--- src/rtl/bcd_scan_pkg.sv ---
package bcd_scan_pkg;
  localparam int unsigned DIGITS_DEF = 3;
  localparam int unsigned NIBBLE_W   = 4;

  function automatic int unsigned scan_next(int unsigned cur, int unsigned n);
    return (cur + 1 >= n) ? 0 : cur + 1;
  endfunction
endpackage

--- src/rtl/bcd_scan_pointer.sv ---
module bcd_scan_pointer #(
  parameter int unsigned NUM_DIGITS = 3,
  localparam int unsigned POS_W = (NUM_DIGITS > 1) ? $clog2(NUM_DIGITS) : 1
) (
  input  logic             clk,
  input  logic             rst_n,
  input  logic             mreset_i,
  input  logic             tick_i,
  output logic [POS_W-1:0] pos_o,
  output logic             blank_o
);
  import bcd_scan_pkg::*;

  logic [POS_W-1:0] pos_q, pos_d;
  logic             blank_q, blank_d;
  logic             pos_en;

  assign pos_en = mreset_i | tick_i;

  always_comb begin
    blank_d = mreset_i;
    if (mreset_i) pos_d = '0;
    else          pos_d = POS_W'(scan_next(int'(pos_q), NUM_DIGITS));
  end

  always_ff @(posedge clk or negedge rst_n) begin
    if (!rst_n) begin
      pos_q   <= '0;
      blank_q <= 1'b1;
    end else begin
      blank_q <= blank_d;
      if (pos_en) pos_q <= pos_d;
    end
  end

  assign pos_o   = pos_q;
  assign blank_o = blank_q;

  assert_pos_range_R4: assert property (@(posedge clk) disable iff (!rst_n)
    int'(pos_q) < NUM_DIGITS);
  assert_park_R3: assert property (@(posedge clk) disable iff (!rst_n)
    mreset_i |=> (pos_q == '0));
  assert_hold_R5: assert property (@(posedge clk) disable iff (!rst_n)
    (!mreset_i && !tick_i) |=> $stable(pos_q));
  assert_advance_R4: assert property (@(posedge clk) disable iff (!rst_n)
    (!mreset_i && tick_i) |=>
      (int'(pos_q) == ((int'($past(pos_q)) == NUM_DIGITS - 1) ? 0 : int'($past(pos_q)) + 1)));
endmodule

--- src/rtl/bcd_scan_select.sv ---
module bcd_scan_select #(
  parameter int unsigned NUM_DIGITS = 3,
  localparam int unsigned POS_W = (NUM_DIGITS > 1) ? $clog2(NUM_DIGITS) : 1
) (
  input  logic                  clk,
  input  logic                  rst_n,
  input  logic                  mreset_i,
  input  logic [POS_W-1:0]      pos_i,
  input  logic                  blank_i,
  output logic [NUM_DIGITS-1:0] sel_n_o
);
  for (genvar g = 0; g < NUM_DIGITS; g++) begin : g_sel
    assign sel_n_o[g] = blank_i | (pos_i != POS_W'(g));
  end

  assert_blank_R2: assert property (@(posedge clk) disable iff (!rst_n)
    mreset_i |=> (&sel_n_o));
  assert_one_low_R7: assert property (@(posedge clk) disable iff (!rst_n)
    !blank_i |-> ($countones(~sel_n_o) == 1));
endmodule

--- src/rtl/bcd_scan_datamux.sv ---
module bcd_scan_datamux #(
  parameter int unsigned NUM_DIGITS = 3,
  parameter int unsigned DIGIT_W    = 4,
  localparam int unsigned POS_W = (NUM_DIGITS > 1) ? $clog2(NUM_DIGITS) : 1
) (
  input  logic [NUM_DIGITS*DIGIT_W-1:0] digits_i,
  input  logic [POS_W-1:0]              pos_i,
  output logic [DIGIT_W-1:0]            bcd_o
);
  always_comb begin
    bcd_o = '0;
    for (int i = 0; i < NUM_DIGITS; i++) begin
      if (pos_i == POS_W'(i)) bcd_o = digits_i[i*DIGIT_W +: DIGIT_W];
    end
  end
endmodule

--- src/rtl/bcd_digit_scanner.sv ---
module bcd_digit_scanner #(
  parameter int unsigned NUM_DIGITS = bcd_scan_pkg::DIGITS_DEF,
  parameter int unsigned DIGIT_W    = bcd_scan_pkg::NIBBLE_W,
  localparam int unsigned POS_W = (NUM_DIGITS > 1) ? $clog2(NUM_DIGITS) : 1
) (
  input  logic                          clk,
  input  logic                          rst_n,
  input  logic                          mreset_i,
  input  logic                          scan_tick_i,
  input  logic [NUM_DIGITS*DIGIT_W-1:0] digits_i,
  output logic [DIGIT_W-1:0]            bcd_o,
  output logic [NUM_DIGITS-1:0]         sel_n_o
);
  logic [POS_W-1:0] pos;
  logic             blank;

  bcd_scan_pointer #(.NUM_DIGITS(NUM_DIGITS)) u_ptr (
    .clk(clk), .rst_n(rst_n), .mreset_i(mreset_i), .tick_i(scan_tick_i),
    .pos_o(pos), .blank_o(blank));

  bcd_scan_select #(.NUM_DIGITS(NUM_DIGITS)) u_sel (
    .clk(clk), .rst_n(rst_n), .mreset_i(mreset_i), .pos_i(pos),
    .blank_i(blank), .sel_n_o(sel_n_o));

  bcd_scan_datamux #(.NUM_DIGITS(NUM_DIGITS), .DIGIT_W(DIGIT_W)) u_mux (
    .digits_i(digits_i), .pos_i(pos), .bcd_o(bcd_o));
endmodule

--- config.mk ---
export PLATFORM = sky130hd
export DESIGN_NAME = bcd_digit_scanner
export DESIGN_NICKNAME = d
export VERILOG_FILES = /design/src/rtl/bcd_scan_pkg.sv /design/src/rtl/bcd_scan_pointer.sv /design/src/rtl/bcd_scan_select.sv /design/src/rtl/bcd_scan_datamux.sv /design/src/rtl/bcd_digit_scanner.sv
export SDC_FILE = /design/constraint.sdc
export NUM_CORES = 1
export LEC_CHECK = 0
export ABC_CLOCK_PERIOD_IN_PS = 2000
export BUFFER_PORTS_ARGS = -buffer_cell sky130_fd_sc_hd__clkbuf_2
export CAP_MARGIN = 20
export CORE_AREA = 2 2 39 41
export DETAILED_ROUTE_END_ITERATION = 6
export DIE_AREA = 0 0 41 43
export SLEW_MARGIN = 30
export SYNTH_ARGS = -nofsm -noshare
export SYNTH_HDL_FRONTEND = slang
export SYNTH_SLANG_ARGS = --single-unit
--- constraint.sdc ---
create_clock -name clk -period 2 [get_ports clk]
set_input_delay 0 -clock clk [delete_from_list [all_inputs] [get_ports clk]]
set_output_delay 0 -clock clk [all_outputs]
set_load 0.005 [all_outputs]
## Word-level counts from Yosys, hierarchy flattened

Index checks and enable logic that the tools add are counted.

- $add $sub $neg: 1
- Magnitude comparators: 1
- Equal/unequal tests: 4
- Multiplexer cells: 5
- Bitwise gates (word level): 4
- Reductions and logical operators: 2

Operator list:

| operator | count |
|---|---|
| two-way mux 4 bit | 3 |
| two-way mux 2 bit | 2 |
| OR 1 bit | 4 |
| adder 2 x 1 -> 3 bit, second input constant | 1 |
| greater-or-equal comparator 3 x 2 -> 1 bit, second input constant | 1 |
| equality test 2 x 1 -> 1 bit, second input constant | 1 |
| equality test 2 bit, second input constant | 1 |
| zero test 2 bit | 1 |
| != test 2 x 1 -> 1 bit, second input constant | 1 |
| != test 2 bit, second input constant | 1 |
| nonzero test 2 bit | 1 |

- Flip-flop bits (word level): 3
- Input bits: 16
- Output and inout port bits: 7
- Logic and storage cells: 19

## Depth between registers and ports, before layout

- Word-level depth: 4
- Gate-level depth with buffers: 3
- Gate-level depth less buffers: 2

## By module

From an unflattened synthesis, not the netlist that was laid out.

- Cells, all modules: 22
- Area total of the unflattened synthesis: 239.0 um2

Modules (own cells, without submodules):

| module | instances | cells each | area an instance (um2) | seq. area each (um2) |
|---|---|---|---|---|
| bcd_scan_pointer | 1 | 9 | 115.1 | 76.3 |
| bcd_scan_datamux | 1 | 10 | 100.1 | 0.0 |
| bcd_scan_select | 1 | 3 | 23.8 | 0.0 |

## Worst setup path after synthesis

Ideal clock, no wire load.

- Path kind: reg-to-reg
- From: register u_ptr.pos_q[1], in the netlist u_ptr.pos_o[1]
- To: register u_ptr.pos_q[0], in the netlist u_ptr.pos_o[0]
- Library setup time: 73 ps
- Data arrival time: 980 ps
- Data required time: 1,927 ps
- Slack: 947 ps
- Cell stages (with the launch flop): 4
- Path buffers: 1
- Clock period less this slack: 1,053 ps
- Path through: dfrtp_1 > buf_6 > or3b_4 > a21oi_2

- Word-level cells in the longest chain between the ends: 4

Ends and longest elaborated chain:

| what | RTL line | RTL |
|---|---|---|
| start: declaration | bcd_scan_pointer.sv:14 | `logic [POS_W-1:0] pos_q, pos_d;` |
| start signal: assignment | bcd_scan_pointer.sv:32 | `if (pos_en) pos_q <= pos_d;` |
| adder 2 x 1 -> 3 bit | bcd_scan_pkg.sv:6 | `return (cur + 1 >= n) ? 0 : cur + 1;` |
| greater-or-equal comparator 3 x 2 -> 1 bit | bcd_scan_pkg.sv:6 |  |
| two-way mux 2 bit | bcd_scan_pkg.sv:6 |  |
| two-way mux 2 bit | bcd_scan_pointer.sv:22 | `if (mreset_i) pos_d = '0;` |

No other way between the ends.
A chain may end at the register's enable or synchronous reset.

## Worst setup path in the final report

- From: register u_ptr.pos_q[0], in the netlist u_ptr.pos_o[0]
- To: output port bcd_o[3]

- Word-level cells in the longest chain between the ends: 4
- Elaborated cells on any way between the ends: 6
- Classes of those cells: eq/ne: 2; mux: 3; reduce/logical: 1

Ends and longest elaborated chain:

| what | RTL line | RTL |
|---|---|---|
| zero test 2 bit | bcd_scan_datamux.sv:13 | `if (pos_i == POS_W'(i)) bcd_o = digits_i[i*DIGIT_W +: DIGIT_W];` |
| two-way mux 4 bit (2 in series) | bcd_scan_datamux.sv:13 |  |
| two-way mux 4 bit (*) | bcd_scan_datamux.sv:13 |  |
| end: declaration | bcd_digit_scanner.sv:11 | `output logic [DIGIT_W-1:0] bcd_o,` |

Mark *: on every way between the ends. The rest lies on a longest branch, timed or not.

==> summary.txt <==
Synthesis
  – Synth area leader: dfrtp_1
  – Synthesized instance count: 24
  – Synth warn: 0
  – Post-synth ARST share: 100%
  – Main flop type after synthesis: dfrtp_1
  – Simple-gate area share of the yosys netlist: 23.5%
  – Yosys top cell area share: 20.4%
  – Synth Area in Compound Gates: 19.9%
  – Post-synth EDFFs: 0
  – Most common library cells after synthesis: mux2i_1 (4), o2bb2ai_1 (4), nand2b_1 (3), buf_6 (2), dfrtp_1 (2)
  – Distinct cells, synth: 14
  – Post-Syn Nets: 40
  – #FFs+latches synth: 3
  – Register area share after synthesis: 31.1%
  – Post-Syn Area per Cell: 10.2 um^2
  – Cell area after synthesis: 245 um^2
  – Post-Synth Adder-Cell Area: 0%
  – XOR/XNOR Fraction of Synth Area: 0%
  – Main combinational cell family by area after synthesis: simple AND/OR/NAND/NOR gates
  – Mux cell area share after synthesis: 16.3%
  – Dominant cells by area after synthesis: dfrtp_1 (20%), mux2i_1 (16%), o2bb2ai_1 (14%)

Setup path
  – Crit-path max FO: 10
  – Crit Reg-Reg Endpoint: u_ptr.pos_o[0]$_DFFE_PN0P_
  – Data arrival time of the worst path: 1.37 ns
  – Crit path kind: flip-flop to primary output
  – Worst Reg2Reg Path Length in Cells: 2
  – Worst Path Required: 2.00 ns
  – CP max stage delay: 0.50 ns
  – Cells along the critical path: nor2b_1 > o2bb2ai_1 > clkbuf_2
  – Critical path's slowest cell: dfrtp_1
  – Worst setup EP type: primary output
  – Critical Path Start Type: flip-flop
  – Worst R2R Start: u_ptr.pos_o[0]$_DFFE_PN0P_
  – Worst Setup SP: u_ptr.pos_o[0]$_DFFE_PN0P_
  – Crit path capture: bcd_o[3]
  – R2r setup slk: 0.89 ns

Floorplan
  – Core area: 0.00138 mm^2
  – Die height: 43 um
  – Die X: 41 um
  – Die area: 0.00176 mm^2
  – I/O pin count: 23
  – Row count: 14
  – Initial Utilization: 17.7%

Pwr
  – Peak VDD IR: 0.000159 V
  – Lkg Pwr: 0.000192 uW
  – Pwr Density: 594 mW/mm^2

Drt
  – Mean routed wirelength per cell: 8.76 um
  – Via Count: 272
  – DRT iter0 DRCs: 0
  – Pre-Repair DR Iteration Count: 1
  – Vias/cell: 4.12
  – Final ANT Viol Nets: 0
  – DRC violations left: 0
  – Wirelength, routed: 578 um

Layout
  – Post-route cell area: 399 um^2
  – Layout overhead on the synthesized area: 62.8%
  – N_diodes: 0
  – Post-layout instance count excluding filler cells: 66
  – Layout Nets: 67
  – Layout Utilization: 28.8%
  – Layout cells sized above 1: 56.0%

Global routing
  – First-pass GRT wire length: 938 um
  – Vias in the first global route: 261
  – GRT Util Overall: 8.66%
  – Initial antenna violation count: 0
  – Gr ovfl total: 0
  – Largest net degree at the start of global routing: 11

STA
  – Slew @ Worst Pin: 0.353 ns
  – Final setup vio count: 0
  – Layout Skew: 0.00293 ns
  – WHS: 0.0463 ns
  – Max-slew violations: 0
  – Min Clock Period, post-route: 1.37 ns
  – Worst slew margin: 76.4%
  – Peak Freq: 0.729 GHz
  – Final TNS setup: 0 ns
  – Final Hold Vio Count: 0
  – RSZ-0062 raised after global routing: false
  – Period utilization: 68.6%

Clock network
  – H-tree levels: 1
  – Clk_lat worst skew: 0.23 ns
  – TritonCTS clock tree: built
  – Cts repair resizes: 0
  – Clock sink count: 3
  – Hold Buf Count CTS: 2
  – Clock transition at the registers of the reported paths: 0.04 ns
  – Root Driver: clkbuf_4
  – CTS Buf Count: 3
  – Setup bufs post-CTS: 0
  – Longest Clk Path Bufs: 2

Place
  – Port bufs: 22
  – RD Place Congestion: 0.652
  – Placed insts: 60
  – Dpl cell area: 353 um^2

Job
  – Max cap viols: 0

Status
  – Outcome: finished clean

Min path
  – Hold Path Origin: scan_tick_i
  – Hold Path Class: primary input to flip-flop
## registers in the layout, summed over array words and instances (netlist names)
register,count
u_ptr.pos_o,2
u_ptr.blank_o,1
## critical path: cells and delay by family (launching register included)
| family | cells | cell delay (ns) |
|---|---|---|
| flip-flops | 1 | 0.50 |
| AND/OR/NAND/NOR | 1 | 0.36 |
| AO/OA/AOI/OAI | 1 | 0.16 |
| buffers and inverters | 1 | 0.13 |
## through the flow
stage / setup slack [ns] / total power, uW
finish: 0.628 / 237
global route: 0.476 / 254
CTS: 0.589 / 244
detailed placement: 0.854 / 128
global placement: 0.877 / 128
floorplan: 0.947 / 102
## worst min-delay path by stage
stage | end | slack, ns | cells past startpoint
after floorplan | u_ptr.pos_o[0]$_DFFE_PN0P_ | -0.30 | 0
after global placement | u_ptr.pos_o[0]$_DFFE_PN0P_ | -0.20 | 1
after detailed placement | u_ptr.pos_o[0]$_DFFE_PN0P_ | -0.20 | 1
after CTS | u_ptr.pos_o[1]$_DFFE_PN0P_ | 0.04 | 3
after global routing | u_ptr.pos_o[0]$_DFFE_PN0P_ | 0.08 | 3
final | u_ptr.pos_o[1]$_DFFE_PN0P_ | 0.05 | 3
## final cells by class
type / count / area, um^2
Fill cell: 164 / 985
Tap cell: 16 / 20.0
Clock buffer: 4 / 26.3
Multi-Input combinational cell: 19 / 146
Timing Repair Buffer: 24 / 130
Sequential cell: 3 / 76.3
## routing by layer
| metal | global-route usage [%] | routed length, um | up-vias |
|---|---|---|---|
| li1 | - | - | 139 |
| met4 | 10.0 | 0 | 0 |
| met2 | 11.9 | 303 | 12 |
| met3 | 3.14 | 41 | 0 |
| met5 | 0 | 0 | - |
| met1 | 8.77 | 233 | 121 |
## power by group
group,leakage (uW),internal [uW],switching (uW)
Sequential,0.0000373,65.2,7.50
Clock,0.0000150,74.9,33.3
Combinational,0.000140,36.0,20.1
## cell families (layout without fill, tap and decap cells)
group | after synthesis | after routing
simple gates | 9 | 9
compound gates | 6 | 6
mux | 4 | 4
flops | 3 | 3
buf+inv | 2 | 28
## placed cells by master (no fill, tap or decap), drive strengths merged
| master | count |
|---|---|
| or3 | 1 |
| clkbuf | 26 |
| a21oi | 2 |
| or3b | 1 |
| mux2i | 4 |
| nor2 | 1 |
| nand3b | 1 |
| nand2b | 3 |
| o2bb2ai | 4 |
| dfrtp | 2 |
| nor2b | 1 |
| dlygate4sd3 | 2 |
| dfstp | 1 |
| nand2 | 1 |
(Power assumes the default switching activity.)
